## src/rtl/kbc_pkg.sv

```systemverilog
package kbc_pkg;

    typedef enum logic {
        PORT_DATA = 1'b0,
        PORT_CMD  = 1'b1
    } kbc_port_e;

    typedef struct packed {
        logic      valid;
        kbc_port_e port;
        logic [7:0] data;
    } kbc_wr_t;

    localparam logic [7:0] CMD_WRITE_OUTPORT = 8'hD1;
    localparam int         OUT_GATE_BIT      = 1;
    localparam int         STAT_BUSY_BIT     = 1;
    localparam int         ADDR_W            = 21;

    function automatic logic [ADDR_W-1:0] real_mode_addr(input logic [15:0] seg,
                                                         input logic [15:0] off);
        return {1'b0, seg, 4'b0000} + {5'b00000, off};
    endfunction

    function automatic logic [7:0] status_byte(input logic busy);
        logic [7:0] s;
        s = 8'h00;
        s[STAT_BUSY_BIT] = busy;
        return s;
    endfunction

endpackage

```

## src/rtl/kbc_busy_timer.sv

```systemverilog
module kbc_busy_timer #(
    parameter int BUSY_CYC = 16
) (
    input  logic clk,
    input  logic rst,
    input  logic load,
    input  logic wr_seen,
    output logic busy
);
    localparam int CNT_W = $clog2(BUSY_CYC + 1);

    logic [CNT_W-1:0] cnt;

    always_ff @(posedge clk) begin
        if (rst) begin
            cnt <= '0;
        end else if (load) begin
            cnt <= CNT_W'(BUSY_CYC);
        end else if (cnt != '0) begin
            cnt <= cnt - CNT_W'(1);
        end
    end

    assign busy = (cnt != '0);

    // an accepted write opens a window of exactly BUSY_CYC cycles.
    p_busy_load_r5: assert property (@(posedge clk) disable iff (rst)
        load |=> (cnt == CNT_W'(BUSY_CYC)));

    // a write that arrives while busy does not restart the window.
    p_no_restart_r6: assert property (@(posedge clk) disable iff (rst)
        (wr_seen && busy) |=> (cnt == $past(cnt) - CNT_W'(1)));

endmodule

```

## src/rtl/kbc_cmd_decode.sv

```systemverilog
module kbc_cmd_decode
    import kbc_pkg::*;
#(
    parameter int ERR_W = 8
) (
    input  logic             clk,
    input  logic             rst,
    input  kbc_wr_t          req,
    input  logic             busy,
    output logic             accept,
    output logic [7:0]       outport,
    output logic [ERR_W-1:0] err_count
);
    localparam logic [ERR_W-1:0] ERR_MAX = '1;

    logic armed;
    logic load_out;

    assign accept   = req.valid && !busy;
    assign load_out = accept && (req.port == PORT_DATA) && armed;

    always_ff @(posedge clk) begin
        if (rst) begin
            armed <= 1'b0;
        end else if (accept) begin
            if (req.port == PORT_CMD) begin
                armed <= (req.data == CMD_WRITE_OUTPORT);
            end else begin
                armed <= 1'b0;
            end
        end
    end

    always_ff @(posedge clk) begin
        if (rst) begin
            outport <= 8'h00;
        end else if (load_out) begin
            outport <= req.data;
        end
    end

    always_ff @(posedge clk) begin
        if (rst) begin
            err_count <= '0;
        end else if (req.valid && busy && (err_count != ERR_MAX)) begin
            err_count <= err_count + ERR_W'(1);
        end
    end

    // without an armed data write, the output port keeps its value.
    p_outport_hold_r4: assert property (@(posedge clk) disable iff (rst)
        !(req.valid && req.port == PORT_DATA && armed && !busy) |=> $stable(outport));

    // a data write consumes the arm.
    p_arm_consumed_r9: assert property (@(posedge clk) disable iff (rst)
        (accept && req.port == PORT_DATA) |=> !armed);

    // each write rejected while busy bumps the error count until it saturates.
    p_err_inc_r6: assert property (@(posedge clk) disable iff (rst)
        (req.valid && busy && err_count != ERR_MAX) |=> (err_count == $past(err_count) + ERR_W'(1)));

    // a rejected write leaves the arm state alone.
    p_arm_hold_r6: assert property (@(posedge clk) disable iff (rst)
        (req.valid && busy) |=> $stable(armed));

endmodule

```

## src/rtl/kbc_addr_gate.sv

```systemverilog
module kbc_addr_gate
    import kbc_pkg::*;
(
    input  logic [15:0]       seg_in,
    input  logic [15:0]       off_in,
    input  logic              gate_en,
    output logic [ADDR_W-1:0] phys_addr
);
    logic [ADDR_W-1:0] raw;

    always_comb begin
        raw       = real_mode_addr(seg_in, off_in);
        phys_addr = {gate_en & raw[ADDR_W-1], raw[ADDR_W-2:0]};
    end

    // with the gate closed, address line 20 is never driven.
    always_comb begin
        a_wrap_r7: assert (gate_en || !phys_addr[ADDR_W-1]);
    end

endmodule

```

## src/rtl/kbc_a20_gate.sv

```systemverilog
module kbc_a20_gate
    import kbc_pkg::*;
#(
    parameter int BUSY_CYC = 16,
    parameter int ERR_W    = 8
) (
    input  logic             clk,
    input  logic             rst,
    input  logic             host_wr,
    input  logic             host_port,
    input  logic [7:0]       host_wdata,
    input  logic             host_rd_port,
    output logic [7:0]       host_rdata,
    input  logic [15:0]      seg_in,
    input  logic [15:0]      off_in,
    output logic [20:0]      phys_addr,
    output logic             a20_en,
    output logic [ERR_W-1:0] err_count
);
    kbc_wr_t    req;
    logic       busy;
    logic       accept;
    logic [7:0] outport;

    assign req.valid = host_wr;
    assign req.port  = kbc_port_e'(host_port);
    assign req.data  = host_wdata;

    kbc_busy_timer #(.BUSY_CYC(BUSY_CYC)) u_timer (
        .clk     (clk),
        .rst     (rst),
        .load    (accept),
        .wr_seen (host_wr),
        .busy    (busy)
    );

    kbc_cmd_decode #(.ERR_W(ERR_W)) u_decode (
        .clk       (clk),
        .rst       (rst),
        .req       (req),
        .busy      (busy),
        .accept    (accept),
        .outport   (outport),
        .err_count (err_count)
    );

    assign a20_en     = outport[OUT_GATE_BIT];
    assign host_rdata = host_rd_port ? status_byte(busy) : outport;

    kbc_addr_gate u_gate (
        .seg_in    (seg_in),
        .off_in    (off_in),
        .gate_en   (a20_en),
        .phys_addr (phys_addr)
    );

    // nothing is accepted while the busy window is open.
    p_busy_blocks_r6: assert property (@(posedge clk) disable iff (rst)
        (host_wr && busy) |=> $stable(outport));

endmodule

```

## config.mk

```make
export PLATFORM = sky130hd
export DESIGN_NAME = kbc_a20_gate
export DESIGN_NICKNAME = d
export VERILOG_FILES = /design/src/rtl/kbc_pkg.sv /design/src/rtl/kbc_busy_timer.sv /design/src/rtl/kbc_cmd_decode.sv /design/src/rtl/kbc_addr_gate.sv /design/src/rtl/kbc_a20_gate.sv
export SDC_FILE = /design/constraint.sdc
export NUM_CORES = 1
export LEC_CHECK = 0
export BUFFER_PORTS_ARGS = -buffer_cell sky130_fd_sc_hd__buf_4
export CAP_MARGIN = 10
export CORE_MARGIN = 2
export CORE_UTILIZATION = 43
export CTS_BUF_LIST = sky130_fd_sc_hd__clkbuf_2 sky130_fd_sc_hd__clkbuf_4 sky130_fd_sc_hd__clkbuf_8
export DETAILED_ROUTE_END_ITERATION = 6
export PLACE_DENSITY_LB_ADDON = 0.2
export SYNTH_ARGS = -nofsm -noshare
export SYNTH_HDL_FRONTEND = slang
export SYNTH_SLANG_ARGS = --single-unit
export TNS_END_PERCENT = 100
```

## constraint.sdc

```tcl
create_clock -name clk -period 1.69 [get_ports clk]
set_clock_uncertainty 0.05 [all_clocks]
set_input_delay 0.0845 -clock clk [delete_from_list [all_inputs] [get_ports clk]]
set_output_delay 0.0845 -clock clk [all_outputs]
set_load 0.02 [all_outputs]
```

After elaboration in Yosys (flattened, before gate mapping)
Cells that the tools add are included.
W data, S select, Z words.

word-level totals
  logic and storage cells = 25
  output and inout bits = 38
  bits in writable memories = 0
  input bits = 45
  latch bits = 0
  memories = 0
  ROM bits = 0
  bits in registers = 22

operators by class
  eq/ne operators = 2
  bitwise gates (word level) = 2
  multiplexer cells = 4
  divide/modulo/power cells = 0
  add/subtract/negate cells = 3
  shift operators = 0
  multipliers = 0
  order comparisons = 0
  reduce and logical (&&, ||, !) cells = 9

operator list
  cell                   count
  $add A20 B16 Y21       1
  $mux W5                2
  $add A8 B1 Y8 const B  1
  $eq A8 B8 Y1 const B   1
  $mux W8                1
  $ne A8 B8 Y1 const B   1
  $logic_and A1 B1 Y1    5
  $reduce_bool A5 Y1     1
  $sub A5 B1 Y5 const B  1
  $reduce_bool A2 Y1     1
  $reduce_or A2 Y1       1
  $and A1 B1 Y1          1
  $logic_not A1 Y1       1
  $mux W1                1
  $not A1 Y1             1

Longest topological paths before layout
  depth in word-level cells = 5
  gate-level depth with buffers = 7
  gate-level depth less buffers = 7

By module
A second synthesis with hierarchy kept.

second synthesis, totals
  cells, all modules = 204
  area, all modules = 1,779.2 um2

by module, submodules not included
  module          seq. area each (um2)  cells each  area an instance (um2)  instances
  kbc_cmd_decode  340.3                 83          788.3                   1
  kbc_addr_gate   0.0                   89          691.9                   1
  kbc_busy_timer  100.1                 24          222.7                   1
  kbc_a20_gate    0.0                   8           76.3                    1

Worst setup path after synthesis
Ideal clock, no wire load.

  path kind = input -> output
  from = input port seg_in[0]
  to = output port phys_addr[12]
  slack = -0.371 ns
  buffers on the path = 0
  stages = 7
  data required time = 1.556 ns
  arrival = 1.927 ns
  cells stage by stage = ha_1 > fa_1 > a211oi_1 > nor2_1 > o21a_1 > o41a_1 > xor2_1

between the ends
  word-level cells in the longest chain between the ends = 1

RTL lines
  element             RTL line            source
  start: declaration  kbc_a20_gate.sv:14  input logic [15:0] seg_in,
  $add A20 B16 Y21    kbc_pkg.sv:21       return {1'b0, seg, 4'b0000} + {5'b00000, off};
  end: declaration    kbc_a20_gate.sv:16  output logic [20:0] phys_addr,

No other way between the ends.

Worst setup path in the final report
Same ends and word-level chain as after synthesis.

==> qor.json <==
{
  "fin_crit_sh_pct": 119,
  "grt_setup_unrepaired": "true",
  "timing.critical_path.to": "phys_addr[12]",
  "violations_in_the_final_reports": "setup timing",
  "die_span_in_x_um": 67.1,
  "numPortBuffers": 74,
  "preCtsSetupSlack_ns": -0.387,
  "regArea_um2": 443,
  "mapped_area_um2": 1710,
  "grt_antenna_before_repair": 0,
  "maxCapViolCount": 0,
  "postLayoutSetupSlackWorst_ns": -0.322,
  "cts-root-to-sink-buffers": 2,
  "multi_input_comb_area_um2": 1470,
  "worst_skew_pair.late_latency_ns": 0.26,
  "ys_dominant_reg_cell": "sky130_fd_sc_hd__dfxtp_1",
  "synth-edff-count": 0,
  "detailedRoute.firstPassIterationCount": 4,
  "worst_hold_slack_ns": 0.0194,
  "r2r_end": "u_decode.err_count[6]",
  "post_synth_num_cell_types": 45,
  "drc": 0,
  "timing.critical_path.arrival_ns": 1.88,
  "synth.yosys.warnings": 0,
  "post_synth_inst_count": 205,
  "global_route.usage.total_pct": 23.0,
  "gpl.final_weighted_congestion": 0.897,
  "timing.reg2reg.worst_path_depth": 7,
  "antennaDiodeCount": 0,
  "worstSetupStartpointType": "input pin",
  "finish.net_count": 383,
  "clock_slew_at_the_register_clock_pins_of_the_worst_setup_and_hold_paths_ns": 0.07,
  "clkSinkCount": 22,
  "cp_max_fo": 2,
  "final.min_clock_period_ns": 2.01,
  "syn_avg_cell_area_um2": 8.35,
  "hold_path_class": "input pin to flip-flop",
  "area.growth.synth_to_final_pct": 74.4,
  "floorplan.die_area_um2": 4500,
  "routed_wire_length_um": 5510,
  "ir_drop_mv": 0.843,
  "cts_hold_repair.buffers": 0,
  "regToRegSetupSlack_ns": -0.02,
  "clock_tree.root_cell": "sky130_fd_sc_hd__clkbuf_8",
  "status": "complete, but fails checks",
  "layout.cells.most_common": "sky130_fd_sc_hd__buf_4",
  "htree_levels": 1,
  "drtIter0Drc": 136,
  "via_count_of_the_first_global_routing_pass": 1873,
  "layout_common_cells": "108 x sky130_fd_sc_hd__buf_4, 30 x sky130_fd_sc_hd__nor2_1, 20 x sky130_fd_sc_hd__dfxtp_1, 11 x sky130_fd_sc_hd__buf_6, 10 x sky130_fd_sc_hd__a21oi_1",
  "syn-num-nets": 266,
  "drive_above_1_share_pct": 51.6,
  "vias_per_cell": 5.39,
  "finalHoldViolCount": 0,
  "coreArea_um2": 3740,
  "row_count": 22,
  "sequential_fraction_of_the_synthesis_area_pct": 25.7,
  "timing.setup.critical_path_class": "input pin to primary output",
  "finalSetupTns_ns": -1.43,
  "floorplan.die.height_um": 67.1,
  "vias": 1985,
  "crit_required_ns": 1.56,
  "tightestPinTransition_ns": 0.500,
  "power_density_nw_per_um2": 905,
  "leakage_nw": 1.38,
  "max_slew_margin_pct": 66.2,
  "setup_viol": 11,
  "max_freq_mhz": 497,
  "grt_first_pass_wirelength_um": 8020,
  "timing.final.max_slew_violations": 0,
  "clock_buffer_count_from_cts": 3,
  "ys_seq_elements": 22,
  "ant_nets": 0,
  "pin_count": 83,
  "filler_cell_count": 262,
  "global_route.overflow_total": 0,
  "cp-end-kind": "primary output",
  "post-dp-hpwl_um": 3780,
  "crit_start": "seg_in[0]",
  "timing.rr.start": "u_timer.cnt[1]",
  "synthArstFlopShare_pct": 0,
  "initial_utilization_pct": 45.7,
  "cts_tree": "done",
  "pin_count_of_the_biggest_net_entering_global_routing": 23,
  "wl_per_cell_um": 15.0
}
-- state kept, by name, indices dropped and copies added, names as in the netlist --
signal,cells
u_decode.err_count,8
u_decode.outport,8
u_timer.cnt,5
u_decode.armed,1
-- cell families after synthesis --
| family | Yosys count | synth area share, % |
|---|---|---|
| adder cells (fa/ha/maj) | 16 | 12.1 |
| AND/OR/NAND/NOR | 79 | 25.1 |
| flip-flops | 22 | 25.7 |
| buffers and inverters | 14 | 4.02 |
| multiplexers | 10 | 5.92 |
| AO/OA/AOI/OAI | 46 | 17.9 |
| XOR/XNOR | 18 | 9.21 |
-- cell usage after synthesis (3+ instances only) --
cell type | number | area [um2]
sky130_fd_sc_hd__and3_1 | 3 | 18.8
sky130_fd_sc_hd__dfxtp_1 | 22 | 440
sky130_fd_sc_hd__ha_1 | 15 | 188
sky130_fd_sc_hd__a21o_1 | 3 | 22.5
sky130_fd_sc_hd__nand3_1 | 5 | 25.0
sky130_fd_sc_hd__nor2b_1 | 9 | 56.3
sky130_fd_sc_hd__inv_1 | 6 | 22.5
sky130_fd_sc_hd__xnor2_1 | 10 | 87.6
sky130_fd_sc_hd__mux2i_1 | 9 | 90.1
sky130_fd_sc_hd__xor2_1 | 8 | 70.1
sky130_fd_sc_hd__nor3_1 | 7 | 35.0
sky130_fd_sc_hd__o21ai_0 | 7 | 35.0
sky130_fd_sc_hd__nor3b_1 | 3 | 22.5
sky130_fd_sc_hd__a211oi_1 | 4 | 30.0
sky130_fd_sc_hd__nand2_1 | 9 | 33.8
sky130_fd_sc_hd__clkbuf_1 | 3 | 11.3
sky130_fd_sc_hd__buf_4 | 4 | 30.0
sky130_fd_sc_hd__nand4_1 | 3 | 18.8
sky130_fd_sc_hd__nor2_1 | 30 | 113
sky130_fd_sc_hd__a21oi_1 | 13 | 65.1
sky130_fd_sc_hd__a31oi_1 | 6 | 37.5
-- what timing repair did --
action                                  in CTS  in global routing
pin swaps                                   17                 29
resized for setup                           26                 22
setup buffers                                5                  8
endpoints found under the setup margin      12                 25
-- worst min path at each step --
stage	cells after the start	from	endpoint	slack, ns
final	3	host_wdata[4]	u_decode.outport[4]	0.02
after global routing	3	host_wdata[4]	u_decode.outport[4]	0.02
after CTS	3	host_wdata[6]	u_decode.outport[6]	0.02
after detailed placement	0	off_in[2]	phys_addr[2]	0.12
after global placement	0	off_in[2]	phys_addr[2]	0.12
after floorplan	1	rst	u_timer.cnt[4]	0.11
-- power by group --
| part | total [W] | switching [W] | leakage, nW | internal, W |
|---|---|---|---|---|
| clock | 0.000320 | 0.000161 | 0.0216 | 0.000159 |
| combinational | 0.00174 | 0.000798 | 1.17 | 0.000946 |
| sequential | 0.000638 | 0.0000459 | 0.179 | 0.000593 |
| total | 0.00270 | 0.00101 | 1.38 | 0.00170 |
-- layout make-up --
cell class                      instances  share of cell area, %
Multi-Input combinational cell        169                   49.2
Timing Repair Buffer                  120                   31.8
Sequential cell                        22                   14.8
Tap cell                               48                   2.01
Clock buffer                            3                   1.38
Inverter                                6                  0.754
-- stage by stage --
stage	util, %	total power (W)	instances	cell area (um2)
after floorplan	-	0.00146	205	1750
after global placement	68.6	0.00198	352	2570
after detailed placement	68.6	0.00202	352	2570
after CTS	75.1	0.00244	360	2810
after global routing	79.7	0.00288	368	2990
final	79.7	0.00270	368	2990
-- critical path, stage by stage --
cell and delay [ns]:
sky130_fd_sc_hd__buf_6 0.10, sky130_fd_sc_hd__ha_4 0.15, sky130_fd_sc_hd__fa_2 0.35, sky130_fd_sc_hd__a211oi_2 0.23
sky130_fd_sc_hd__nor2_1 0.10, sky130_fd_sc_hd__o21a_1 0.21, sky130_fd_sc_hd__o41a_1 0.36, sky130_fd_sc_hd__xor2_2 0.16
sky130_fd_sc_hd__buf_6 0.13
-- metal layers --
layer / vias up / wire [um] / part of all wire (%) / global-route usage (%)
li1: 977 / - / - / -
met1: 943 / 2380 / 43 / 26.8
met2: 61 / 2780 / 50 / 43.8
met3: 4 / 327 / 5.9 / 3.21
met4: 0 / 29 / 0.53 / 4.85
met5: - / 0 / 0 / 0
No activity file was read; power rests on OpenSTA's default activity.
